`config.mk`:
```
export PLATFORM = sky130hd
export DESIGN_NAME = mlspi_ctrl
export DESIGN_NICKNAME = d
export VERILOG_FILES = /design/src/rtl/mlspi_pkg.sv /design/src/rtl/mlspi_fifo.sv /design/src/rtl/mlspi_lane.sv /design/src/rtl/mlspi_ctrl.sv
export SDC_FILE = /design/constraint.sdc
export NUM_CORES = 1
export LEC_CHECK = 0
export BUFFER_PORTS_ARGS = -buffer_cell sky130_fd_sc_hd__buf_2
export CORE_MARGIN = 2
export CORE_UTILIZATION = 25
export CTS_BUF_LIST = sky130_fd_sc_hd__clkbuf_4
export CTS_CLUSTER_DIAMETER = 80
export DETAILED_ROUTE_END_ITERATION = 8
export PLACE_DENSITY = 0.48
export SLEW_MARGIN = 10
export SYNTH_ARGS = -nofsm -noshare
export SYNTH_HDL_FRONTEND = slang
export SYNTH_HIERARCHICAL = 1
export SYNTH_SLANG_ARGS = --single-unit
```
`constraint.sdc`:
```
create_clock -name clk -period 9.8 [get_ports clk]
set_input_delay 0.49 -clock clk [delete_from_list [all_inputs] [get_ports clk]]
set_output_delay 0.49 -clock clk [all_outputs]
set_load 0.01 [all_outputs]
```
`src/rtl/mlspi_pkg.sv`:
```
package mlspi_pkg;

    typedef enum logic [1:0] {
        LM_SINGLE = 2'd0,
        LM_MIRROR = 2'd1,
        LM_STRIPE = 2'd2
    } lane_mode_e;

    typedef enum logic [2:0] {
        ST_IDLE,
        ST_LOAD,
        ST_LEAD,
        ST_SHIFT,
        ST_PUSH,
        ST_TRAIL
    } ctl_state_e;

    // width code 0/1/2 -> 8/16/32 bits
    function automatic logic [5:0] word_bits(input logic [1:0] wc);
        return 6'd8 << wc;
    endfunction

endpackage

```
`src/rtl/mlspi_fifo.sv`:
```
module mlspi_fifo #(
    parameter int DW    = 32,
    parameter int DEPTH = 8,
    localparam int AW   = $clog2(DEPTH),
    localparam int CW   = AW + 1
) (
    input  logic          clk,
    input  logic          rst_n,
    input  logic          push,
    input  logic [DW-1:0] wdata,
    input  logic          pop,
    output logic [DW-1:0] rdata,
    output logic [CW-1:0] count,
    output logic          full,
    output logic          empty
);

    logic [DW-1:0] mem [DEPTH];
    logic [AW-1:0] wp_d, wp_q, rp_d, rp_q;
    logic [CW-1:0] cnt_d, cnt_q;

    always_comb begin
        wp_d  = push ? wp_q + AW'(1) : wp_q;
        rp_d  = pop  ? rp_q + AW'(1) : rp_q;
        cnt_d = cnt_q;
        if (push && !pop) cnt_d = cnt_q + CW'(1);
        if (pop && !push) cnt_d = cnt_q - CW'(1);
    end

    always_ff @(posedge clk or negedge rst_n) begin
        if (!rst_n) begin
            wp_q  <= '0;
            rp_q  <= '0;
            cnt_q <= '0;
        end else begin
            wp_q  <= wp_d;
            rp_q  <= rp_d;
            cnt_q <= cnt_d;
        end
    end

    always_ff @(posedge clk) begin
        if (push) mem[wp_q] <= wdata;
    end

    assign rdata = mem[rp_q];
    assign count = cnt_q;
    assign full  = (cnt_q == CW'(DEPTH));
    assign empty = (cnt_q == '0);

    AST_NO_OVERFLOW: assert property (@(posedge clk) disable iff (!rst_n)
        push |-> !full);
    AST_NO_UNDERFLOW: assert property (@(posedge clk) disable iff (!rst_n)
        pop |-> !empty);

endmodule

```
`src/rtl/mlspi_lane.sv`:
```
module mlspi_lane
    import mlspi_pkg::*;
#(
    parameter int DW = 32
) (
    input  logic          clk,
    input  logic          rst_n,
    input  logic          load,
    input  logic [DW-1:0] load_word,
    input  logic [1:0]    wcode,
    input  logic          shift_en,
    input  logic          sample_en,
    input  logic          sdi,
    output logic          sdo,
    output logic [DW-1:0] rx_word
);

    typedef struct packed {
        logic [DW-1:0] tx;
        logic [DW-1:0] rx;
    } lane_t;

    lane_t d, q;
    logic [6:0] pad;

    // left-align the word so its MSB sits at the shifter output
    assign pad = 7'(DW) - {1'b0, word_bits(wcode)};

    always_comb begin
        d = q;
        if (load) begin
            d.tx = load_word << pad;
            d.rx = '0;
        end else begin
            if (shift_en)  d.tx = {q.tx[DW-2:0], 1'b0};
            if (sample_en) d.rx = {q.rx[DW-2:0], sdi};
        end
    end

    always_ff @(posedge clk or negedge rst_n) begin
        if (!rst_n) q <= '0;
        else        q <= d;
    end

    assign sdo     = q.tx[DW-1];
    assign rx_word = q.rx;

endmodule

```
`src/rtl/mlspi_ctrl.sv`:
```
module mlspi_ctrl
    import mlspi_pkg::*;
#(
    parameter int LANES      = 4,
    parameter int FIFO_DEPTH = 8,
    parameter int HALF       = 2,
    parameter int CNT_W      = 8
) (
    input  logic             clk,
    input  logic             rst_n,
    input  logic             cmd_valid,
    output logic             cmd_ready,
    input  logic [CNT_W-1:0] cmd_count,
    input  logic [1:0]       cmd_width,
    input  logic [1:0]       cmd_mode,
    output logic             cmd_err,
    input  logic             tx_valid,
    output logic             tx_ready,
    input  logic [31:0]      tx_data,
    output logic             rx_valid,
    input  logic             rx_ready,
    output logic [31:0]      rx_data,
    output logic             mirror_mismatch,
    output logic             spi_cs_n,
    output logic             spi_sclk,
    output logic [LANES-1:0] spi_mosi,
    input  logic [LANES-1:0] spi_miso
);

    localparam int DW     = 32;
    localparam int LIDX_W = (LANES > 1) ? $clog2(LANES) : 1;
    localparam int TICK_W = $clog2(HALF) + 1;
    localparam int FC_W   = $clog2(FIFO_DEPTH) + 1;

    typedef struct packed {
        ctl_state_e       st;
        lane_mode_e       mode;
        logic [1:0]       wc;
        logic [CNT_W-1:0] remain;
        logic [LIDX_W-1:0] idx;
        logic [TICK_W-1:0] tick;
        logic [5:0]       bitn;
        logic             cs_n;
        logic             sclk;
        logic             mism;
        logic             err;
    } ctl_t;

    ctl_t d, q;

    logic          tx_pop, tx_full, tx_empty, rx_push, rx_full, rx_empty;
    logic [DW-1:0] tx_head, rx_wdata;
    logic [FC_W-1:0] tx_cnt, rx_cnt, rx_free, need;
    logic [CNT_W-1:0] cnt_need;
    logic [LIDX_W-1:0] last_idx;
    logic          room_ok, cmd_bad, lanes_differ, ld_en, shift_en, sample_en;
    logic [5:0]    bits;
    logic [DW-1:0] lane_rx [LANES];

    mlspi_fifo #(.DW(DW), .DEPTH(FIFO_DEPTH)) u_txf (
        .clk(clk), .rst_n(rst_n), .push(tx_valid && tx_ready), .wdata(tx_data),
        .pop(tx_pop), .rdata(tx_head), .count(tx_cnt), .full(tx_full), .empty(tx_empty));

    mlspi_fifo #(.DW(DW), .DEPTH(FIFO_DEPTH)) u_rxf (
        .clk(clk), .rst_n(rst_n), .push(rx_push), .wdata(rx_wdata),
        .pop(rx_valid && rx_ready), .rdata(rx_data), .count(rx_cnt), .full(rx_full), .empty(rx_empty));

    assign tx_ready = !tx_full;
    assign rx_valid = !rx_empty;

    always_comb begin
        need     = (q.mode == LM_STRIPE) ? FC_W'(LANES) : FC_W'(1);
        cnt_need = (q.mode == LM_STRIPE) ? CNT_W'(LANES) : CNT_W'(1);
        last_idx = (q.mode == LM_STRIPE) ? LIDX_W'(LANES - 1) : '0;
        rx_free  = FC_W'(FIFO_DEPTH) - rx_cnt;
        room_ok  = (tx_cnt >= need) && (rx_free >= need);
        bits     = word_bits(q.wc);
        cmd_bad  = (cmd_count == '0) || (cmd_width == 2'd3) || (cmd_mode == 2'd3) ||
                   ((cmd_mode == LM_STRIPE) && ((cmd_count % CNT_W'(LANES)) != '0));
        lanes_differ = 1'b0;
        for (int g = 1; g < LANES; g++)
            if (lane_rx[g] != lane_rx[0]) lanes_differ = 1'b1;
    end

    always_comb begin
        d         = q;
        d.err     = 1'b0;
        tx_pop    = 1'b0;
        rx_push   = 1'b0;
        rx_wdata  = lane_rx[0];
        ld_en     = 1'b0;
        shift_en  = 1'b0;
        sample_en = 1'b0;
        unique case (q.st)
            ST_IDLE: if (cmd_valid) begin
                if (cmd_bad) d.err = 1'b1;
                else begin
                    d.mode   = lane_mode_e'(cmd_mode);
                    d.wc     = cmd_width;
                    d.remain = cmd_count;
                    d.idx    = '0;
                    d.mism   = 1'b0;
                    d.st     = ST_LOAD;
                end
            end
            ST_LOAD: if (q.idx != '0 || room_ok) begin
                tx_pop = 1'b1;
                ld_en  = 1'b1;
                if (q.idx == last_idx) begin
                    d.idx  = '0;
                    d.tick = '0;
                    d.bitn = '0;
                    d.cs_n = 1'b0;
                    d.st   = ST_LEAD;
                end else d.idx = q.idx + LIDX_W'(1);
            end
            ST_LEAD: if (q.tick == TICK_W'(HALF - 1)) begin
                d.tick    = '0;
                d.sclk    = 1'b1;
                sample_en = 1'b1;
                d.st      = ST_SHIFT;
            end else d.tick = q.tick + TICK_W'(1);
            ST_SHIFT: if (q.tick == TICK_W'(HALF - 1)) begin
                d.tick = '0;
                if (!q.sclk) begin
                    d.sclk    = 1'b1;
                    sample_en = 1'b1;
                end else begin
                    d.sclk = 1'b0;
                    if (q.bitn == bits - 6'd1) begin
                        d.idx = '0;
                        d.st  = ST_PUSH;
                    end else begin
                        d.bitn   = q.bitn + 6'd1;
                        shift_en = 1'b1;
                    end
                end
            end else d.tick = q.tick + TICK_W'(1);
            ST_PUSH: begin
                rx_push  = 1'b1;
                rx_wdata = (q.mode == LM_STRIPE) ? lane_rx[q.idx] : lane_rx[0];
                if (q.mode == LM_MIRROR && lanes_differ) d.mism = 1'b1;
                if (q.idx == last_idx) begin
                    d.idx    = '0;
                    d.tick   = '0;
                    d.remain = q.remain - cnt_need;
                    d.st     = (q.remain == cnt_need) ? ST_TRAIL : ST_LOAD;
                end else d.idx = q.idx + LIDX_W'(1);
            end
            ST_TRAIL: if (q.tick == TICK_W'(HALF - 1)) begin
                d.tick = '0;
                d.cs_n = 1'b1;
                d.st   = ST_IDLE;
            end else d.tick = q.tick + TICK_W'(1);
            default: d.st = ST_IDLE;
        endcase
    end

    always_ff @(posedge clk or negedge rst_n) begin
        if (!rst_n) begin
            q      <= '0;
            q.st   <= ST_IDLE;
            q.mode <= LM_SINGLE;
            q.cs_n <= 1'b1;
        end else q <= d;
    end

    for (genvar g = 0; g < LANES; g++) begin : g_lane
        logic          ld_g;
        logic [DW-1:0] word_g;
        assign ld_g   = ld_en && ((q.mode != LM_STRIPE) || (q.idx == LIDX_W'(g)));
        assign word_g = (q.mode == LM_SINGLE && g != 0) ? '0 : tx_head;
        mlspi_lane #(.DW(DW)) u_lane (
            .clk(clk), .rst_n(rst_n), .load(ld_g), .load_word(word_g), .wcode(q.wc),
            .shift_en(shift_en), .sample_en(sample_en), .sdi(spi_miso[g]),
            .sdo(spi_mosi[g]), .rx_word(lane_rx[g]));
    end

    assign cmd_ready       = (q.st == ST_IDLE);
    assign cmd_err         = q.err;
    assign mirror_mismatch = q.mism;
    assign spi_cs_n        = q.cs_n;
    assign spi_sclk        = q.sclk;

    AST_IDLE_SCLK_LOW: assert property (@(posedge clk) disable iff (!rst_n)
        spi_cs_n |-> !spi_sclk);
    AST_ERR_NO_BUS: assert property (@(posedge clk) disable iff (!rst_n)
        cmd_err |-> (spi_cs_n && cmd_ready));
    AST_SINGLE_QUIET: assert property (@(posedge clk) disable iff (!rst_n)
        (q.mode == LM_SINGLE && !spi_cs_n) |-> (spi_mosi >> 1) == '0);
    AST_MIRROR_SAME: assert property (@(posedge clk) disable iff (!rst_n)
        (q.mode == LM_MIRROR && !spi_cs_n) |->
            ($countones(spi_mosi) == 0 || $countones(spi_mosi) == LANES));
    AST_RX_ROOM: assert property (@(posedge clk) disable iff (!rst_n)
        rx_push |-> !rx_full);
    AST_TX_HAS_DATA: assert property (@(posedge clk) disable iff (!rst_n)
        tx_pop |-> !tx_empty);

endmodule

```
==> impl_metrics.tcl <==
set metrics [dict create \
    hold_viol_final 0 \
    ios 96 \
    avgSynthCellArea_um2 13.98 \
    rsz0062_at_grt "no" \
    fin_nets 2996 \
    via_per_inst 4.511 \
    critPathBufInv 3 \
    finalWirelength_um 100800 \
    cts_root_buffer "clkbuf_4" \
    critical_path_arrival_ns 5.70 \
    setup_viol 0 \
    worstPathCellList "inv_1 -> ha_1 -> inv_1 -> a21oi_1 -> nor2_1 -> o21a_2 -> buf_4 -> nand2b_1 -> o22a_1 -> a21oi_2" \
    cts_sinks 817 \
    setup_slack_ns 5.127 \
    clk_latency_ns 1.18 \
    maxSlewHeadroom 0.2000 \
    synth.cell_area_mm2 0.03890 \
    portBuffers 95 \
    p_leak_uw 0.01543 \
    die_h_um 398.5 \
    fmax_ghz 0.2140 \
    yosys_warnings 6 \
    finalCritPeriodShare 0.4768 \
    preCtsSetupSlack_ns 5.131 \
    synthCells 2783 \
    status "finished, final reports clean" \
    drc 0 \
    worst_pin_slew_ns 1.200 \
    post-route-min-period_ns 4.673 \
    initial_core_util 0.2522 \
    max_cap_violations 0 \
    clock_path_buffers 3 \
    vdd_drop_max_mv 0.1788 \
    syn_nets 2858 \
    clk_pin_slew_ns 0.06 \
    grt.total_usage 0.1269 \
    cts_tree "yes" \
    cp-end-kind "flip-flop" \
    first_iter_violations 1435 \
    grt_pass1_wl_um 153300 \
    cts_max_level 4 \
    grt_max_degree 130 \
    antenna_found_initial 10 \
    cp_common_cell "inv_1" \
    max_stage_delay_ns 0.77 \
    drv_slew 0 \
    fp.dieW_um 398.5 \
    cp_slowest_cell "nor2_1" \
    gr-total-overflow 0 \
    cellPowerDensity_mw_per_mm2 287.5 \
    cp_max_fo 55 \
    cts_made_buffers 208 \
    grt_pass1_vias 23991 \
    syn2layout_area_growth_pct 13.16 \
    gp_congestion 0.7803 \
    start_kind "flip-flop" \
    dr_total_vias 23185 \
    dieArea_mm2 0.1588 \
    setup-tns-final_ns 0 \
    place_hpwl_um 59450 \
    hold_path_class "in -> reg" \
    finClkSkew_ns 0.08476 \
    antenna_left 0 \
    drive_above_1_share 0.2578 \
    crit_type "reg -> reg" \
    rows 144 \
    cpLargestDelayFamily "buffers and inverters" \
    post_cts_buffers 0 \
    cp.required_ns 10.83 \
    fill_cells 15881 \
    fp.coreArea_mm2 0.1542 \
    firstDrtPassIters 5 \
    wire_per_inst_um 19.62 \
]
-- area by class of cell --
type	count	area [um2]	area share
antenna	8	20.02	0.0004548
clock buffer	307	2305	0.05235
clock inverter	70	424.2	0.009635
inverter	35	131.4	0.002984
multi-input combinational	1613	13700	0.3111
sequential	817	23020	0.5230
tap	2044	2557	0.05809
timing repair buffer	246	1864	0.04235
-- metrics by stage --
step | utilization | total power [uW] | area [um2] | hold WS (ns) | cells
floorplan | - | 8400 | 38900 | 0.1944 | 2783
global placement | 0.2619 | 9760 | 40400 | 0.4598 | 4669
detailed placement | 0.2619 | 9772 | 40400 | 0.4661 | 4669
CTS | 0.2853 | 12890 | 44000 | 0.001394 | 5132
global route | 0.2854 | 13490 | 44010 | 0.08539 | 5135
finish | 0.2854 | 12660 | 44020 | 0.1752 | 5140
-- where the power goes --
part	internal, uW	total [uW]	switching, uW
combinational	1990	4860	2880
sequential	4310	4820	511
clock	1510	2970	1470
total	7800	12700	4850
-- state kept, by name, summed over array words and instances (netlist names), 3 cells and up --
signal                 flops
u_txf/rp_q                 3
u_rxf/rp_q                 3
g_lane.u_lane/sdo          4
u_rxf/count                4
u_txf/mem                256
u_rxf/wp_q                 3
q                         25
g_lane.u_lane/q          124
u_txf/wp_q                 3
u_txf/count                4
g_lane.u_lane/rx_word    128
u_rxf/mem                256
-- layout by cell type, fill, tap and decap left out, drive strengths merged, types with 9 or more instances in the layout --
master	instances
nor4	10
or3	19
mux4	128
o22ai	20
nor2	338
dfrtp	304
nor2b	167
nand2b	27
clkbuf	307
nand2	66
o22a	32
xor2	23
mux2	77
nand4	20
edfxtp	512
inv	40
nor3	14
a221oi	36
xnor2	72
a21o	9
clkinv	63
ha	22
buf	161
mux2i	198
a22oi	34
a211oi	35
o21ai	37
dlygate4sd3	85
nand3	12
a21oi	88
a2bb2oi	56
-- routing by layer --
layer	track usage	vias up	wire length, um	share of wire
met5	0	-	27	0.00027
met4	0.04643	4	2243	0.022
met3	0.02706	156	5091	0.050
met2	0.1997	541	47210	0.47
met1	0.1717	11802	46260	0.46
li1	-	10682	-	-
-- what timing repair did --
action,in CTS,in global routing
gates resized for setup,0,0
hold endpoints to repair,364,0
hold buffers,86,0
-- final timing paths --
path | startpoint | endpoint | slack [ns] | cells past startpoint
max | q[12] | g_lane[3].u_lane/q[59] | 5.13 | 10
max in group asynchronous | rst_n | u_txf/rp_q[0] | 8.27 | 4
min in group asynchronous | rst_n | g_lane[3].u_lane/q[35] | 0.65 | 4
min | tx_data[30] | u_txf/mem[5][30] | 0.18 | 2
max reg2reg | q[12] | g_lane[3].u_lane/q[59] | 5.13 | 10
min reg2reg | u_rxf/rp_q[2] | u_rxf/rp_q[2] | 0.47 | 1
No activity file was read; power rests on OpenSTA's default activity.
